--- config.mk ---
export PLATFORM = sky130hd
export DESIGN_NAME = exc_cop0
export DESIGN_NICKNAME = d
export VERILOG_FILES = /design/src/rtl/exc_cop0_pkg.sv /design/src/rtl/exc_ser_reg.sv /design/src/rtl/exc_prio.sv /design/src/rtl/exc_cop0.sv
export SDC_FILE = /design/constraint.sdc
export NUM_CORES = 1
export LEC_CHECK = 0
export BUFFER_PORTS_ARGS = -buffer_cell sky130_fd_sc_hd__buf_2
export CORE_UTILIZATION = 41
export DETAILED_ROUTE_END_ITERATION = 10
export PLACE_DENSITY_LB_ADDON = 0.12
export SETUP_SLACK_MARGIN = 0.1
export SYNTH_ARGS = -nofsm -noshare
export SYNTH_HDL_FRONTEND = slang
export SYNTH_SLANG_ARGS = --single-unit
export TNS_END_PERCENT = 100
--- constraint.sdc ---
create_clock -name clk -period 2 [get_ports clk]
set_input_delay 0 -clock clk [delete_from_list [all_inputs] [get_ports clk]]
set_output_delay 0 -clock clk [all_outputs]
set_load 0.05 [all_outputs]
--- src/rtl/exc_cop0_pkg.sv ---
package exc_cop0_pkg;
  localparam int CODE_W   = 5;
  localparam int CODE_LSB = 2;

  localparam logic [CODE_W-1:0] CODE_INT   = 5'd0;
  localparam logic [CODE_W-1:0] CODE_ADEL  = 5'd4;
  localparam logic [CODE_W-1:0] CODE_ADES  = 5'd5;
  localparam logic [CODE_W-1:0] CODE_RESV  = 5'd10;
  localparam logic [CODE_W-1:0] CODE_CPU   = 5'd11;
  localparam logic [CODE_W-1:0] CODE_OVF   = 5'd12;

  typedef enum logic [1:0] {
    SEL_STAT  = 2'd0,
    SEL_CAUSE = 2'd1,
    SEL_EPC   = 2'd2,
    SEL_BAD   = 2'd3
  } cop_sel_e;
endpackage

--- src/rtl/exc_ser_reg.sv ---
module exc_ser_reg #(
  parameter int W = 32
) (
  input  logic         clk,
  input  logic         rst,
  input  logic         ld,
  input  logic [W-1:0] ld_val,
  input  logic         sh,
  input  logic         sdi,
  output logic [W-1:0] q
);
  always_ff @(posedge clk) begin
    if (rst)     q <= '0;
    else if (ld) q <= ld_val;
    else if (sh) q <= {sdi, q[W-1:1]};
  end
endmodule

--- src/rtl/exc_prio.sv ---
module exc_prio
  import exc_cop0_pkg::*;
#(
  parameter bit EN_OVF  = 1'b1,
  parameter bit EN_CPU  = 1'b1,
  parameter bit EN_RESV = 1'b1,
  parameter bit EN_ADDR = 1'b1
) (
  input  logic              ld_err,
  input  logic              st_err,
  input  logic              resv,
  input  logic              cpu,
  input  logic              ovf,
  input  logic              irq,
  input  logic              ie,
  output logic              take,
  output logic              addr_hit,
  output logic [CODE_W-1:0] code
);
  logic ld_m, st_m, resv_m, cpu_m, ovf_m;

  generate
    if (EN_ADDR) begin : g_addr
      assign ld_m = ld_err;
      assign st_m = st_err;
    end else begin : g_no_addr
      assign ld_m = 1'b0;
      assign st_m = 1'b0;
    end
    if (EN_RESV) begin : g_resv
      assign resv_m = resv;
    end else begin : g_no_resv
      assign resv_m = 1'b0;
    end
    if (EN_CPU) begin : g_cpu
      assign cpu_m = cpu;
    end else begin : g_no_cpu
      assign cpu_m = 1'b0;
    end
    if (EN_OVF) begin : g_ovf
      assign ovf_m = ovf;
    end else begin : g_no_ovf
      assign ovf_m = 1'b0;
    end
  endgenerate

  always_comb begin
    take     = 1'b1;
    addr_hit = 1'b0;
    code     = CODE_INT;
    if (ld_m) begin
      code     = CODE_ADEL;
      addr_hit = 1'b1;
    end else if (st_m) begin
      code     = CODE_ADES;
      addr_hit = 1'b1;
    end else if (resv_m) begin
      code = CODE_RESV;
    end else if (cpu_m) begin
      code = CODE_CPU;
    end else if (ovf_m) begin
      code = CODE_OVF;
    end else if (!(irq && ie)) begin
      take = 1'b0;
    end
  end
endmodule

--- src/rtl/exc_cop0.sv ---
module exc_cop0
  import exc_cop0_pkg::*;
#(
  parameter int              XLEN       = 32,
  parameter logic [XLEN-1:0] HANDLER_PC = 32'h0000_0080,
  parameter bit              EN_OVF     = 1'b1,
  parameter bit              EN_CPU     = 1'b1,
  parameter bit              EN_RESV    = 1'b1,
  parameter bit              EN_ADDR    = 1'b1
) (
  input  logic            clk,
  input  logic            rst,
  input  logic            ld_err_i,
  input  logic            st_err_i,
  input  logic            resv_i,
  input  logic            cpu_i,
  input  logic            ovf_i,
  input  logic            irq_i,
  input  logic [XLEN-1:0] pc_i,
  input  logic [XLEN-1:0] fault_addr_i,
  input  logic            acc_en_i,
  input  logic [1:0]      acc_sel_i,
  input  logic            sdi_i,
  output logic            sdo_o,
  output logic            redirect_o,
  output logic [XLEN-1:0] vector_pc_o
);
  localparam int NREG = 4;
  localparam int PAD  = XLEN - CODE_W - CODE_LSB;

  logic [XLEN-1:0]   stat_q, cause_q, epc_q, bad_q;
  logic              take, addr_hit;
  logic [CODE_W-1:0] code;
  logic [NREG-1:0]   sh;
  cop_sel_e          sel;

  assign sel = cop_sel_e'(acc_sel_i);

  exc_prio #(
    .EN_OVF(EN_OVF), .EN_CPU(EN_CPU), .EN_RESV(EN_RESV), .EN_ADDR(EN_ADDR)
  ) prio_i (
    .ld_err(ld_err_i), .st_err(st_err_i), .resv(resv_i), .cpu(cpu_i),
    .ovf(ovf_i), .irq(irq_i), .ie(stat_q[0]),
    .take(take), .addr_hit(addr_hit), .code(code)
  );

  generate
    for (genvar k = 0; k < NREG; k++) begin : g_sh
      assign sh[k] = acc_en_i && (acc_sel_i == k[1:0]) && !take;
    end
  endgenerate

  exc_ser_reg #(.W(XLEN)) stat_i (
    .clk(clk), .rst(rst), .ld(take), .ld_val({stat_q[XLEN-1:1], 1'b0}),
    .sh(sh[SEL_STAT]), .sdi(sdi_i), .q(stat_q)
  );

  exc_ser_reg #(.W(XLEN)) cause_i (
    .clk(clk), .rst(rst), .ld(take),
    .ld_val({{PAD{1'b0}}, code, {CODE_LSB{1'b0}}}),
    .sh(sh[SEL_CAUSE]), .sdi(sdi_i), .q(cause_q)
  );

  exc_ser_reg #(.W(XLEN)) epc_i (
    .clk(clk), .rst(rst), .ld(take), .ld_val(pc_i),
    .sh(sh[SEL_EPC]), .sdi(sdi_i), .q(epc_q)
  );

  generate
    if (EN_ADDR) begin : g_bad
      exc_ser_reg #(.W(XLEN)) bad_i (
        .clk(clk), .rst(rst), .ld(take && addr_hit), .ld_val(fault_addr_i),
        .sh(sh[SEL_BAD]), .sdi(sdi_i), .q(bad_q)
      );
    end else begin : g_no_bad
      assign bad_q = '0;
    end
  endgenerate

  always_comb begin
    case (sel)
      SEL_STAT:  sdo_o = stat_q[0];
      SEL_CAUSE: sdo_o = cause_q[0];
      SEL_EPC:   sdo_o = epc_q[0];
      default:   sdo_o = bad_q[0];
    endcase
  end

  always_ff @(posedge clk) begin
    if (rst) redirect_o <= 1'b0;
    else     redirect_o <= take;
  end

  assign vector_pc_o = HANDLER_PC;
endmodule

## After elaboration in Yosys (flattened, before gate mapping)

Cells that the tools add are included.
Widths: inputs -> output; s select.

| word-level totals | value |
|---|---|
| bits in registers | 129 |
| output and inout bits | 34 |

| operators by class | value |
|---|---|
| reduce and logical (&&, ||, !) cells | 17 |
| equal/unequal tests | 3 |
| bitwise logic cells | 1 |
| multiplexer cells | 20 |

Operators by type and width:

| cell | number |
|---|---|
| $mux 32 | 4 |
| $mux 5 | 4 |
| $mux 7 | 2 |
| $logic_and 1x1->1 | 10 |
| $mux 1 | 8 |
| $reduce_bool 2->1 | 3 |
| $eq 2x2->1 const B | 2 |
| $mux 4 | 1 |
| $pmux 1 s3 | 1 |
| $eq 2x1->1 const B | 1 |
| $logic_not 2->1 | 1 |
| $reduce_and 2->1 | 1 |
| $reduce_or 2->1 | 1 |
| $logic_not 1->1 | 1 |
| $not 1->1 | 1 |

## Logic depth before layout (Yosys ltp)

| depth | value |
|---|---|
| depth after elaboration | 11 |
| gate-level depth with buffers | 6 |
| depth with buffers taken out | 3 |

## Hierarchy

Synthesis repeated with hierarchy kept, for this count alone.

| unflattened totals | value |
|---|---|
| cell total of the unflattened synthesis | 623 |
| area total of the unflattened synthesis | 6,454.9 um2 |

By module, submodules not included:

| module | cells an instance | area an instance (um2) | instances |
|---|---|---|---|
| exc_ser_reg | 142 | 1,510.2 | 4 |
| exc_cop0 | 42 | 344.1 | 1 |
| exc_prio | 13 | 70.1 | 1 |

## Least setup slack after synthesis

Ideal clock, no wire load.

| timing path | value |
|---|---|
| path type | register to register |
| start point | register stat_i.q[0] |
| end point | register g_bad.bad_i.q[17] |
| cell stages (with the launch flop) | 5 |
| path buffers | 1 |
| data arrival time | 1.331 ns |
| path slack | 0.548 ns |
| cell sequence | dfxtp_1 > a2111oi_4 > a21boi_1 > buf_2 > mux2_2 |

| between the ends | value |
|---|---|
| longest elaborated chain between the ends | 10 |
| elaborated cells between the ends (all ways) | 12 |

Ends and longest elaborated chain:

| item | RTL line | RTL |
|---|---|---|
| from (decl) | exc_ser_reg.sv:10 | `output logic [W-1:0] q` |
| from (signal assigned) | exc_ser_reg.sv:14 | `else if (ld) q <= ld_val;` |
| from (signal assigned) | exc_ser_reg.sv:15 | `else if (sh) q <= {sdi, q[W-1:1]};` |
| $logic_and 1x1->1 * | exc_prio.sv:63 | `end else if (!(irq && ie)) begin` |
| $mux 1 * | exc_prio.sv:63 |  |
| $mux 1 * | exc_prio.sv:61 | `end else if (ovf_m) begin` |
| $mux 1 * | exc_prio.sv:59 | `end else if (cpu_m) begin` |
| $mux 1 * | exc_prio.sv:57 | `end else if (resv_m) begin` |
| $mux 1 * | exc_prio.sv:54 | `end else if (st_m) begin` |
| $mux 1 * | exc_prio.sv:51 | `if (ld_m) begin` |
| $logic_not 1->1 | exc_cop0.sv:49 | `assign sh[k] = acc_en_i && (acc_sel_i == k[1:0]) && !take;` |
| $logic_and 1x1->1 | exc_cop0.sv:49 |  |
| $reduce_bool 2->1 (no source line) | -- |  |
| to (signal assigned) | exc_ser_reg.sv:14 |  |
| to (signal assigned) | exc_ser_reg.sv:15 |  |
| to (decl) | exc_ser_reg.sv:10 |  |

Every way passes the cells marked *; elsewhere a longest branch is shown, timed or not.
A chain may end at the register's enable or synchronous reset.

## Final worst setup path

| timing path | value |
|---|---|
| start point | input ovf_i |
| end point | register stat_i.q[13] |

| between the ends | value |
|---|---|
| longest elaborated chain between the ends | 8 |
| elaborated cells between the ends (all ways) | 9 |

Ends and longest elaborated chain:

| item | RTL line | RTL |
|---|---|---|
| from (decl) | exc_cop0.sv:17 | `input logic ovf_i,` |
| $mux 1 * | exc_prio.sv:61 |  |
| $mux 1 * | exc_prio.sv:59 |  |
| $mux 1 * | exc_prio.sv:57 |  |
| $mux 1 * | exc_prio.sv:54 |  |
| $mux 1 * | exc_prio.sv:51 |  |
| $logic_not 1->1 | exc_cop0.sv:49 |  |
| $logic_and 1x1->1 | exc_cop0.sv:49 |  |
| $reduce_and 2->1 (no source line) * | -- |  |

Marks and branches as above.

==> flow_summary.ini <==
[drt]
drc = 0
drt-wirelength-per-cell_um = 13.2
vias = 4950
ant_nets = 0
avgViaCountPerCell = 5.03
firstDrtPassIters = 4
drt_iter0_markers = 310
wl_um = 13100

[critical_path]
path_cells = dlygate4sd3_1, buf_2, a2111oi_4, clkbuf_8, nand3_2, buf_4, mux2i_1
path_delay_family = buffers and inverters
worstPathArrival_ns = 2.12
reg2reg_to = g_bad.bad_i.q[25]
critPathRequiredTime_ns = 2.28
start_kind = primary input
worstSetupPathType = primary input to flip-flop
cpMaxStageDelayCell = dlygate4sd3_1
reg2reg_depth = 3
slowest_delay_ns = 0.56
crit_buf_inv = 4
endpoint_kind = flip-flop
r2r_start = stat_i.q[0]
reg2reg_setup_slack_ns = 0.16
path_max_fanout = 38

[global_route]
grt_max_degree = 75
grt_pass1_vias = 4546
grt_overflow = 0
grt_pass1_wl_um = 21300
grt_usage_pct = 17.8
grt_antenna_before_repair = 1

[die]
die_w_um = 124
pin_count = 110
row_count = 44
die_h_um = 124
coreArea_mm2 = 0.0145
start_util_pct = 42.0
die_area_mm2 = 0.0154

[cts]
clockBufferDepth = 2
h-tree-depth = 4
cts_tree = done
cts_root_buffer = clkbuf_16
clock_latency_ns = 0.42
clk_pin_slew_worst_paths_ns = 0.05
cts.sinks = 129
numCtsBuffers = 17

[synth]
synth_edf_count = 0
seq_area_frac_synth_pct = 42.3
synth_top_cell_area_share_pct = 42.3
synth_cell_types = 33
ys_ff_latch = 129
yosys_warnings = 0
synth_top_cell_by_area = dfxtp_1
synth_area_mm2 = 0.00610
postSynth.asyncResetShare_pct = 0
avgSynthCellArea_um2 = 8.75
synthTopCellsByArea = dfxtp_1 42%, a21oi_1 7.6%, nand2_1 7.5%
syn_inst = 697
ys.flop_type = dfxtp_1

[finish]
syn2layout_area_growth_pct = 23.7
fin_area_mm2 = 0.00754
instances_no_fill = 985
drive_gt1_share_pct = 23.5
fin_nets = 864
fill_cells = 1358
antenna_cells = 0

[timing]
fin_tns_setup_ns = 0
drv_slew = 0
fin_skew_ns = 0.00669
rsz0062_at_grt = true
tightest_slew_ns = 1.06
fin_ws_ns = 0.161
fin_crit_sh_pct = 92.0
fmax_mhz = 544
fin_crit_ns = 1.84
maxSlewHeadroom_pct = 29.4
setup_viol = 0
final-hold-violation-count = 0

[pwr]
vdd_ir_drop_max_mv = 0.678
powerDensity_mw_per_mm2 = 873
power.total_w = 0.00659
power_leakage_nw = 3.01

[placement]
hpwl_um = 7800
pre_cts_ws_ns = 0.0538
dp_cells = 909
io_buffers = 77
gp_congestion = 0.745
placed_area_mm2 = 0.00647

[hold_path]
worstHoldPathType = primary input to flip-flop
min_path_cells = 4
hp-start = rst
hold_end = cause_i.q[3]

[run_status]
status = finished clean

[run]
cap_violations = 0
per-layer routing:
layer	vias up	wire (um)	share of wire (%)	GRT usage (%)
met1	2297	6250	48	22.5
met4	0	208	1.6	6.70
met2	117	5900	45	27.9
met3	19	690	5.3	6.14
li1	2517	-	-	-
met5	-	0	0	0
state kept, by name, indices dropped and copies added, names as in the netlist:
| register | flops |
|---|---|
| stat_i.q | 32 |
| g_bad.bad_i.q | 32 |
| redirect_o | 1 |
| cause_i.q | 32 |
| epc_i.q | 32 |
what timing repair did:
action	4_1_cts	5_1_grt
setup buffers	0	0
resized for setup	0	6
endpoints found under the setup margin	33	103
endpoints found under the hold margin	44	0
hold buffers	45	0
cloned	0	0
pin swaps	1	0
stage by stage:
stage          hold slack [ns]  utilization [%]
6_report               0.00892             51.9
5_1_grt                 0.0464             51.9
4_1_cts               0.000790             51.8
3_5_place_dp             0.320             44.5
3_3_place_gp             0.307             44.5
2_1_floorplan            0.122                -
cell usage after synthesis (2+ instances only):
cell / n
nand3b_1: 3
and3b_1: 2
buf_1: 4
clkbuf_1: 39
nor2_1: 3
o21ai_0: 37
nor2b_1: 33
or3b_2: 33
a311oi_1: 31
buf_4: 33
buf_2: 16
nand2_1: 122
and3_1: 2
mux2i_1: 36
dfxtp_1: 129
a21oi_1: 93
nand2b_1: 32
conb_1: 2
buf_6: 2
mux2_2: 24
mux2_1: 9
power breakdown:
part / switching (W) / internal (W) / total, W
registers: 0.0000396 / 0.00266 / 0.00270
logic: 0.000411 / 0.000287 / 0.000698
clock network: 0.00110 / 0.00209 / 0.00319
logic make-up after synthesis:
family | synth area share (%)
and+or+nand+nor | 20.6
AOI/OAI and AO/OA | 16.1
DFF | 42.3
buffers and inverters | 8.45
muxes | 12.4
other | 0.123
tightest hold or removal path, cell delays in order:
cell      delay (ns)
buf_4           0.13
nor3_2          0.07
nand3b_1        0.09
o21ai_0         0.07
layout make-up:
| class | instances | area (um2) | area share, % |
|---|---|---|---|
| Inverter | 1 | 3.75 | 0.0498 |
| Tap cell | 184 | 230 | 3.05 |
| Sequential cell | 129 | 2580 | 34.3 |
| Clock inverter | 9 | 129 | 1.71 |
| Multi-Input combinational cell | 503 | 3130 | 41.5 |
| Timing Repair Buffer | 136 | 975 | 12.9 |
| Clock buffer | 23 | 488 | 6.47 |
how the worst max path moves through the flow:
stage,start,slack [ns],endpoint,cells past startpoint
floorplan,stat_i.q[0],0.55,g_bad.bad_i.q[17],4
finish,ovf_i,0.16,stat_i.q[13],7
CTS,stat_i.q[0],0.06,g_bad.bad_i.q[25],3
global placement,stat_i.q[0],0.07,g_bad.bad_i.q[17],3
global route,stat_i.q[0],0.006,g_bad.bad_i.q[25],3
detailed placement,stat_i.q[0],0.05,g_bad.bad_i.q[1],3
cells in the final DEF (no fill, tap or decap), types with 2 or more instances in the layout:
cell / netlist / layout
clkinvlp_4: 0 / 2
mux2_1: 9 / 9
nor2b_1: 33 / 33
nand2b_1: 32 / 32
buf_2: 16 / 75
buf_12: 0 / 2
clkinv_2: 0 / 3
a21oi_1: 93 / 93
dlygate4sd3_1: 0 / 44
buf_4: 33 / 13
clkbuf_16: 0 / 17
and3_1: 2 / 2
dfxtp_1: 129 / 128
clkbuf_1: 39 / 2
mux2i_1: 36 / 36
conb_1: 2 / 32
mux2_2: 24 / 24
a311oi_1: 31 / 31
o21ai_0: 37 / 37
bufinv_16: 0 / 3
nor2_1: 3 / 3
nand2_1: 122 / 122
or3b_2: 33 / 33
and3b_1: 2 / 2
clkbuf_8: 0 / 5
nand3b_1: 3 / 3
Note: power is estimated with default switching activity, not from simulation.
